<file path="src/rtl/vmr_pkg.sv">
package vmr_pkg;

    typedef enum logic [1:0] {
        VMR_ADD    = 2'b00,
        VMR_MUL    = 2'b01,
        VMR_OR     = 2'b10,
        VMR_OR_ALT = 2'b11
    } vmr_op_e;

    typedef enum logic {
        VMR_IDLE = 1'b0,
        VMR_RUN  = 1'b1
    } vmr_state_e;

    // Bit positions inside the 4-bit condition field
    localparam int CF_NEG  = 3;
    localparam int CF_POS  = 2;
    localparam int CF_ZERO = 1;
    localparam int CF_OVF  = 0;

endpackage

</file>
<file path="src/rtl/vmr_alu.sv">
module vmr_alu
    import vmr_pkg::*;
#(
    parameter int W = 32
) (
    input  vmr_op_e        op_i,
    input  logic [W-1:0]   a_i,
    input  logic [W-1:0]   b_i,
    output logic [W-1:0]   y_o
);
    always_comb begin
        unique case (op_i)
            VMR_ADD:    y_o = a_i + b_i;
            VMR_MUL:    y_o = a_i * b_i;
            VMR_OR,
            VMR_OR_ALT: y_o = a_i | b_i;
            default:    y_o = a_i | b_i;
        endcase
    end
endmodule

</file>
<file path="src/rtl/vmr_flags.sv">
module vmr_flags
    import vmr_pkg::*;
#(
    parameter int W = 32
) (
    input  logic [W-1:0] val_i,
    output logic [3:0]   cf_o
);
    logic is_neg;
    logic is_zero;

    assign is_neg  = val_i[W-1];
    assign is_zero = (val_i == '0);

    always_comb begin
        cf_o          = '0;
        cf_o[CF_NEG]  = is_neg;
        cf_o[CF_POS]  = !is_neg && !is_zero;
        cf_o[CF_ZERO] = is_zero;
        cf_o[CF_OVF]  = 1'b0;
    end
endmodule

</file>
<file path="src/rtl/vmr_cf_merge.sv">
module vmr_cf_merge (
    input  logic       all_i,
    input  logic [3:0] acc_i,
    input  logic [3:0] new_i,
    output logic [3:0] out_o
);
    assign out_o = all_i ? (acc_i & new_i) : (acc_i | new_i);
endmodule

</file>
<file path="src/rtl/vec_mapreduce.sv">
module vec_mapreduce
    import vmr_pkg::*;
#(
    parameter  int MAX_VL = 64,
    parameter  int W      = 32,
    localparam int VLW    = $clog2(MAX_VL + 1),
    localparam int IW     = $clog2(MAX_VL)
) (
    input  logic              clk,
    input  logic              rst_n,
    input  logic              start_i,
    input  logic [VLW-1:0]    vl_i,
    input  logic [MAX_VL-1:0] mask_i,
    input  logic [1:0]        op_i,
    input  logic              rec_i,
    input  logic              crm_i,
    input  logic              elem_valid_i,
    input  logic [W-1:0]      elem_i,
    output logic              busy_o,
    output logic              done_o,
    output logic              no_result_o,
    output logic [W-1:0]      result_o,
    output logic [IW-1:0]     dest_idx_o,
    output logic [3:0]        cond_o
);
    localparam logic [VLW-1:0] VL_CAP = VLW'(MAX_VL);

    typedef struct packed {
        vmr_state_e        st;
        logic [VLW-1:0]    vl;
        logic [MAX_VL-1:0] mask;
        vmr_op_e           op;
        logic              rec;
        logic              crm;
        logic [IW-1:0]     idx;
        logic              have;
        logic [W-1:0]      acc;
        logic [IW-1:0]     dest;
        logic [3:0]        cf;
        logic              done;
    } regs_t;

    regs_t q, d;

    logic [W-1:0] fold_val;
    logic [3:0]   fold_cf;
    logic [3:0]   seed_cf;
    logic [3:0]   merged_cf;
    logic         elem_on;
    logic         last_elem;

    vmr_alu #(.W(W)) u_alu (
        .op_i (q.op),
        .a_i  (q.acc),
        .b_i  (elem_i),
        .y_o  (fold_val)
    );

    vmr_flags #(.W(W)) u_flags_fold (
        .val_i (fold_val),
        .cf_o  (fold_cf)
    );

    vmr_flags #(.W(W)) u_flags_seed (
        .val_i (elem_i),
        .cf_o  (seed_cf)
    );

    vmr_cf_merge u_merge (
        .all_i (q.crm),
        .acc_i (q.cf),
        .new_i (fold_cf),
        .out_o (merged_cf)
    );

    assign elem_on   = q.mask[q.idx];
    assign last_elem = ((VLW'(q.idx) + VLW'(1)) == q.vl);

    always_comb begin
        d      = q;
        d.done = 1'b0;
        unique case (q.st)
            VMR_IDLE: begin
                if (start_i) begin
                    d.vl   = (vl_i > VL_CAP) ? VL_CAP : vl_i;
                    d.mask = mask_i;
                    d.op   = vmr_op_e'(op_i);
                    d.rec  = rec_i;
                    d.crm  = crm_i;
                    d.idx  = '0;
                    d.have = 1'b0;
                    d.acc  = '0;
                    d.dest = '0;
                    d.cf   = '0;
                    if (vl_i == '0) begin
                        d.done = 1'b1;
                    end else begin
                        d.st = VMR_RUN;
                    end
                end
            end
            VMR_RUN: begin
                if (elem_valid_i) begin
                    if (elem_on) begin
                        if (!q.have) begin
                            d.acc  = elem_i;
                            d.dest = q.idx;
                            d.have = 1'b1;
                            if (q.rec) d.cf = seed_cf;
                        end else begin
                            d.acc = fold_val;
                            if (q.rec) d.cf = merged_cf;
                        end
                    end
                    if (last_elem) begin
                        d.st   = VMR_IDLE;
                        d.done = 1'b1;
                    end else begin
                        d.idx = q.idx + IW'(1);
                    end
                end
            end
            default: d.st = VMR_IDLE;
        endcase
    end

    always_ff @(posedge clk or negedge rst_n) begin
        if (!rst_n) begin
            q <= '0;
        end else begin
            q <= d;
        end
    end

    assign busy_o      = (q.st == VMR_RUN);
    assign done_o      = q.done;
    assign no_result_o = q.done && !q.have;
    assign result_o    = q.acc;
    assign dest_idx_o  = q.dest;
    assign cond_o      = q.cf;

endmodule

</file>
<file path="config.mk">
export PLATFORM = sky130hd
export DESIGN_NAME = vec_mapreduce
export DESIGN_NICKNAME = d
export VERILOG_FILES = /design/src/rtl/vmr_pkg.sv /design/src/rtl/vmr_alu.sv /design/src/rtl/vmr_flags.sv /design/src/rtl/vmr_cf_merge.sv /design/src/rtl/vec_mapreduce.sv
export SDC_FILE = /design/constraint.sdc
export NUM_CORES = 2
export LEC_CHECK = 0
export BUFFER_PORTS_ARGS = -buffer_cell sky130_fd_sc_hd__buf_4
export CORE_MARGIN = 5
export CORE_UTILIZATION = 35
export CTS_CLUSTER_SIZE = 24
export DETAILED_ROUTE_END_ITERATION = 16
export PLACE_DENSITY = 0.59
export SYNTH_ARGS = -nofsm -noshare
export SYNTH_HDL_FRONTEND = slang
export SYNTH_HIERARCHICAL = 1
export SYNTH_SLANG_ARGS = --single-unit
</file>
<file path="constraint.sdc">
create_clock -name clk -period 14.5 [get_ports clk]
set_clock_uncertainty 0.1 [all_clocks]
set_input_delay 4.35 -clock clk [delete_from_list [all_inputs] [get_ports clk]]
set_output_delay 4.35 -clock clk [all_outputs]
set_load 0.1 [all_outputs]
</file>
Word-level counts from Yosys, hierarchy flattened
Index checks and enable logic that the tools add are counted.
{ "word_totals": {"ff_bits": 126, "in_bits": 111, "elab_cells": 71} }
{ "op_classes": {"add_sub_neg": 3, "n_mul": 1, "n_lt_le_gt_ge": 2, "n_eq_ne": 10, "muxes": 21, "bitwise_logic": 4, "reduce_logical": 18} }
{ "op_table": {"columns": ["operator", "n"], "rows": [
  ["$mux 126", 1],
  ["$pmux 50 s2", 1],
  ["$pmux 32 s3", 1],
  ["$logic_not 32->1", 2],
  ["$mux 50", 1],
  ["$mux 43", 1],
  ["$add 32x32->32", 1],
  ["$mul 32x32->32", 1],
  ["$mux 32", 1],
  ["$or 32x32->32", 1],
  ["$mux 4", 4],
  ["$mux 6", 2],
  ["$ne 2x2->1 const B", 5],
  ["$reduce_and 4->1", 2],
  ["$add 6x1->7 const B", 1],
  ["$eq 7x7->1", 1],
  ["$gt 7x7->1 const B", 1],
  ["$logic_not 7->1", 1],
  ["$lt 6x7->1 const B", 1],
  ["$mux 7", 1],
  ["$add 6x1->6 const B", 1],
  ["$bmux 1 s6", 1],
  ["$mux 1", 6],
  ["$reduce_and 3->1", 2],
  ["12 further kinds", 19]
]} }

Depth between registers and ports, before layout
{ "logic_depth": {"ltp_word": 13, "depth_mapped": 36, "ltp_nobuf": 33} }

Cells and area by module
Netlist, hierarchy kept.
{ "modules_own_cells": {"columns": ["module", "n_inst", "cells_per_inst", "area_each_um2", "seq_area_each_um2"], "rows": [
  ["vmr_alu", 1, 2107, 17521.8, 0.0],
  ["vec_mapreduce", 1, 693, 6641.4, 3153.0],
  ["vmr_flags", 2, 16, 108.9, 0.0],
  ["vmr_cf_merge", 1, 5, 48.8, 0.0]
]} }

Least setup slack after synthesis
OpenSTA, ideal clock, no wires.
{ "synth_path": {"path_kind": "input to register", "from": "input elem_i[2]", "to": "register q (netlist bit cond_o[2])", "setup_ns": 0.131, "arrival_time_ns": 11.951, "slack_ns": 2.318, "cell_stages": 33, "cell_sequence": "clkbuf_1 -> inv_1 -> clkbuf_1 -> nor2_1 -> fa_1 -> inv_1 -> fa_1 -> fa_1 -> fa_1 -> inv_1 -> fa_1 -> inv_1 -> fa_1 -> inv_1 -> fa_1 -> fa_1 -> ha_1 -> a21o_1 -> a21oi_1 -> o21bai_1 -> a21o_2 -> a31o_2 -> a21o_1 -> a21oi_2 -> xnor2_1 -> a211oi_1 -> a21oi_1 -> nor4_1 -> nand4_1 -> o21ba_1 -> maj3_2 -> mux2i_1 -> mux2i_1"} }
{ "synth_via": {"elab_chain_cells": 12, "elab_cells_between_ends": 20} }
{ "synth_rtl": {"columns": ["element", "line_no", "rtl"], "rows": [
  ["start: declaration", "vec_mapreduce.sv:18", "input logic [W-1:0] elem_i,"],
  ["$mul 32x32->32 / $add 32x32->32 (equally long branches)", "vmr_alu.sv:14, vmr_alu.sv:13", null],
  ["$pmux 32 s3 (*)", "vmr_alu.sv:12", "unique case (op_i)"],
  ["named net fold_val[26]", "vec_mapreduce.sv:45", "logic [W-1:0] fold_val;"],
  ["$logic_not 32->1 (*)", "vmr_flags.sv:13", "assign is_zero = (val_i == '0);"],
  ["$logic_not 1->1 (*)", "vmr_flags.sv:18", "cf_o[CF_POS] = !is_neg && !is_zero;"],
  ["$logic_and 1x1->1 (*)", "vmr_flags.sv:18", null],
  ["named net fold_cf[2]", "vec_mapreduce.sv:46", "logic [3:0] fold_cf;"],
  ["$or 4x4->4 / $and 4x4->4 (equally long branches)", "vmr_cf_merge.sv:7", "assign out_o = all_i ? (acc_i & new_i) : (acc_i | new_i);"],
  ["$mux 4 (*)", "vmr_cf_merge.sv:7", null],
  ["named net merged_cf[2]", "vec_mapreduce.sv:48", "logic [3:0] merged_cf;"],
  ["$mux 4 (*)", "vec_mapreduce.sv:112", "if (q.rec) d.cf = merged_cf;"],
  ["$mux 4 (*)", "vec_mapreduce.sv:105", "if (!q.have) begin"],
  ["$mux 43 (*)", "vec_mapreduce.sv:104", "if (elem_on) begin"],
  ["$mux 50 (*)", "vec_mapreduce.sv:103", "if (elem_valid_i) begin"],
  ["$pmux 50 s2 (*)", "vec_mapreduce.sv:82", "unique case (q.st)"],
  ["end signal: assignment", "vec_mapreduce.sv:129", "q <= '0;"],
  ["end signal: assignment", "vec_mapreduce.sv:131", "q <= d;"],
  ["end: declaration", "vec_mapreduce.sv:43", "regs_t q, d;"]
]} }
Mark *: on every way through the listed nets, which the timed path passes. The rest lies on a longest branch. The select of a mux whose other input is x is not followed.
A chain may end at the register's enable or synchronous reset.

Worst setup path in the final report
{ "layout_path": {"from": "input elem_i[4]", "to": "register q (netlist bit cond_o[2])"} }
{ "layout_via": {"elab_chain_cells": 12, "elab_cells_between_ends": 20} }
{ "layout_rtl": {"columns": ["element", "line_no"], "rows": [
  ["$mul 32x32->32 / $add 32x32->32 (equally long branches)", "vmr_alu.sv:14, vmr_alu.sv:13"],
  ["$pmux 32 s3 (*)", "vmr_alu.sv:12"],
  ["named net fold_val[31]", "vec_mapreduce.sv:45"],
  ["$logic_not 32->1", "vmr_flags.sv:13"],
  ["$logic_not 1->1", "vmr_flags.sv:18"],
  ["$logic_and 1x1->1 (*)", "vmr_flags.sv:18"],
  ["named net fold_cf[2]", "vec_mapreduce.sv:46"],
  ["$or 4x4->4 / $and 4x4->4 (equally long branches)", "vmr_cf_merge.sv:7"],
  ["$mux 4 (*)", "vmr_cf_merge.sv:7"],
  ["named net merged_cf[2]", "vec_mapreduce.sv:48"],
  ["$mux 4 (*)", "vec_mapreduce.sv:112"],
  ["$mux 4 (*)", "vec_mapreduce.sv:105"],
  ["$mux 43 (*)", "vec_mapreduce.sv:104"],
  ["$mux 50 (*)", "vec_mapreduce.sv:103"],
  ["$pmux 50 s2 (*)", "vec_mapreduce.sv:82"]
]} }
Marks and branches as above.

==> flow_metrics.py <==
metrics = {
    "outcome": {
        "run_status": "completed",
    },
    "logic_synthesis": {
        "synth.lib_cells_used.distinct": 88,
        "synthCells": 2837,
        "async_flop_share": 1.000,
        "syn_nets": 3544,
        "synth-edff-count": 0,
        "combined_area_of_all_synthesized_cells_sq_um": 24430,
        "ys_seq_elements": 126,
        "ys_dominant_reg_cell": "sky130_fd_sc_hd__dfrtp_1",
        "synth.yosys.seq_area_share": 0.1291,
        "yosys_warnings": 6,
        "synth_area_per_cell_sq_um": 8.611,
    },
    "timing": {
        "max-slew-margin-rel": 0.2400,
        "setup_total_negative_slack_ns": 0,
        "maxSlewViolCount": 0,
        "fmaxAchievable_ghz": 0.07807,
        "tightest_slew_ns": 1.133,
        "period_share": 0.8834,
        "finalWorstPathRequiredPeriod_ns": 12.81,
        "hold_violations": 0,
        "rsz0062_at_grt": "no",
        "setup_viol": 0,
        "hold-worst-slack_ns": 0.3719,
    },
    "grt": {
        "grtUsageTotal": 0.2272,
        "grt_max_degree": 81,
        "number_of_antenna_violations_at_the_first_check_in_global_routing": 0,
        "number_of_global_route_vias_before_repair": 20663,
        "grt_first_pass_wirelength_um": 129100,
        "globalRouteOverflowTotal": 0,
    },
    "drt": {
        "drt_drc_violations_left": 0,
        "drt_wl_total_um": 85130,
        "vias": 19806,
        "ant_nets": 0,
        "drt_iter0_markers": 1883,
        "drt_pass1_iterations": 6,
        "wl_per_cell_um": 22.32,
        "detail_route.vias_per_cell": 5.192,
    },
    "layout": {
        "syn2layout_area_growth_pct": 8.906,
        "highest_count_cells_in_the_layout_ignoring_fill_and_taps": "sky130_fd_sc_hd__nand2_1, sky130_fd_sc_hd__inv_1, sky130_fd_sc_hd__fa_1, sky130_fd_sc_hd__nor2_1, sky130_fd_sc_hd__buf_4",
        "fillers": 7120,
        "finish.instance_area_sq_um": 26610,
        "post_route_cells_drive_above_1_share": 0.09296,
        "layout.cells.most_common": "sky130_fd_sc_hd__nand2_1",
        "instances_no_fill": 3815,
        "nNetsFinal": 3577,
    },
    "clock_tree": {
        "clock_path_buffers": 2,
        "tritoncts_clock_tree": "yes",
        "worst_setup_hold_path_clk_slew_ns": 0.07,
        "cts_made_buffers": 17,
        "htree_levels": 4,
        "post_cts_sizing": 0,
        "cts.repair_timing.setup_buffer_count": 0,
        "clk_latency_ns": 0.43,
        "clock-root-buffer": "sky130_fd_sc_hd__clkbuf_16",
        "hold_buffers": 0,
        "numClockSinks": 126,
    },
    "setup_path": {
        "critical_path.startpoint_type": "primary input",
        "r2r_setup_slack_ns": 4.77,
        "timing.critical_path.fanout_max": 20,
        "crit_path_frequent_cell": "sky130_fd_sc_hd__fa_1",
        "timing_worst_setup_path_type": "primary input to flop",
        "critPathMaxStageDelay_ns": 0.68,
        "worst_ep_arrival_time_ns": 13.02,
        "setup.worst_path.end_class": "flop",
        "worst_ep_required_time_ns": 14.71,
        "cp_slowest_cell": "sky130_fd_sc_hd__inv_1",
    },
    "floorplan": {
        "floorplan.rows": 96,
        "die_h_um": 274.2,
        "die_w_um": 274.2,
        "design.core.area_sq_um": 68950,
        "io_pins": 156,
        "floorplan.die_area_sq_um": 75180,
        "initial_cell_density_of_the_core": 0.3543,
    },
    "worst_hold_path": {
        "worst_hold_path_class": "flop to flop",
    },
    "place": {
        "placed_instance_area_sq_um": 26050,
        "place.detailed.hpwl_um": 65030,
        "post-place-cells": 3782,
        "globalplace.congestion": 0.9481,
        "io_buffer_count": 155,
    },
    "flow_run": {
        "maxCapViolCount": 0,
    },
}
## registers in the layout, summed over array words and instances (netlist names)
register,flops
result_o,32
busy_o,1
done_o,1
q,82
dest_idx_o,6
cond_o,4
## worst max-delay path, delay by kind of cell
family	cells	cell delay, ns
buffers and inverters	6	1.06
XOR/XNOR	1	0.18
AND/OR/NAND/NOR	3	0.58
multiplexers	2	0.24
adder cells (fa/ha/maj)	10	4.62
AO/OA/AOI/OAI	10	1.96
## path summary, 6_finish.rpt
path,cells after the start,endpoint,from
worst max-delay path,32,cond_o[2]$_DFFE_PN0P_,elem_i[4]
worst min-delay path,2,q[108]$_DFFE_PN0P_,q[108]$_DFFE_PN0P_
worst max register to register,34,cond_o[2]$_DFFE_PN0P_,result_o[5]$_DFFE_PN0P_
worst min register to register,2,q[108]$_DFFE_PN0P_,q[108]$_DFFE_PN0P_
max in group asynchronous,2,q[90]$_DFFE_PN0P_,rst_n
min in group asynchronous,1,result_o[24]$_DFFE_PN0P_,rst_n
## metrics by stage
stage / setup slack, ns / util
after global routing: 1.401 / 0.3859
after CTS: 1.836 / 0.3859
after floorplan: 2.318 / -
after detailed placement: 1.417 / 0.3778
final: 1.690 / 0.3859
after global placement: 1.554 / 0.3778
## Yosys cell counts (all sizes together) (7+ instances only)
master,count,area [sq um]
nor3,15,80.08
xnor2,77,674.4
inv,447,1678
a211oi,23,172.7
nand3b,7,52.55
fa,409,8188
nand2,514,1929
dfrtp,126,3153
a31oi,9,56.30
clkbuf,98,427.9
nor4,21,143.9
nor2,362,1359
a21oi,78,394.1
a21o,28,212.7
clkinv,13,48.80
o211ai,9,67.56
buf,77,559.3
and3,12,77.57
mux4,12,270.3
nor2b,13,81.33
nand4,14,87.58
xor2,36,315.3
mux2i,85,850.8
or3,7,43.79
nand2b,10,62.56
o21a,10,75.07
nand3,22,122.6
ha,187,2340
o21ai,39,198.9
## routing by layer
metal | track usage | share of wire | vias to the layer above
met2 | 0.3542 | 0.44 | 972
met3 | 0.04856 | 0.094 | 160
met4 | 0.07872 | 0.041 | 0
li1 | - | - | 8778
met1 | 0.3146 | 0.42 | 9896
met5 | 0 | 0 | -
## logic make-up (layout without fill, tap and decap cells)
kind of cell / Yosys count / after routing / share of synthesized area
compound gates: 248 / 248 / 0.06832
flops: 126 / 126 / 0.1291
mux: 99 / 99 / 0.04681
other cells: 2 / 3 / 0.0003074
fa+ha+maj: 600 / 600 / 0.4328
simple gates: 1013 / 1013 / 0.1707
buf+inv: 636 / 682 / 0.1115
xor+xnor: 113 / 113 / 0.04051
## final cells by class
class	count	area (sq um)	area share
well taps	931	1165	0.04378
clock buffers	19	442.9	0.01665
diodes	1	2.502	0.00009406
multi-input cells	2075	18570	0.6979
repair buffers	190	1430	0.05375
inverters	460	1727	0.06490
flip-flops and latches	126	3156	0.1186
clock inverters	13	113.9	0.004280
Power is left out: the tool's default activity adds up to more than one toggle a clock period on the data nets, which glitch-free logic cannot reach.
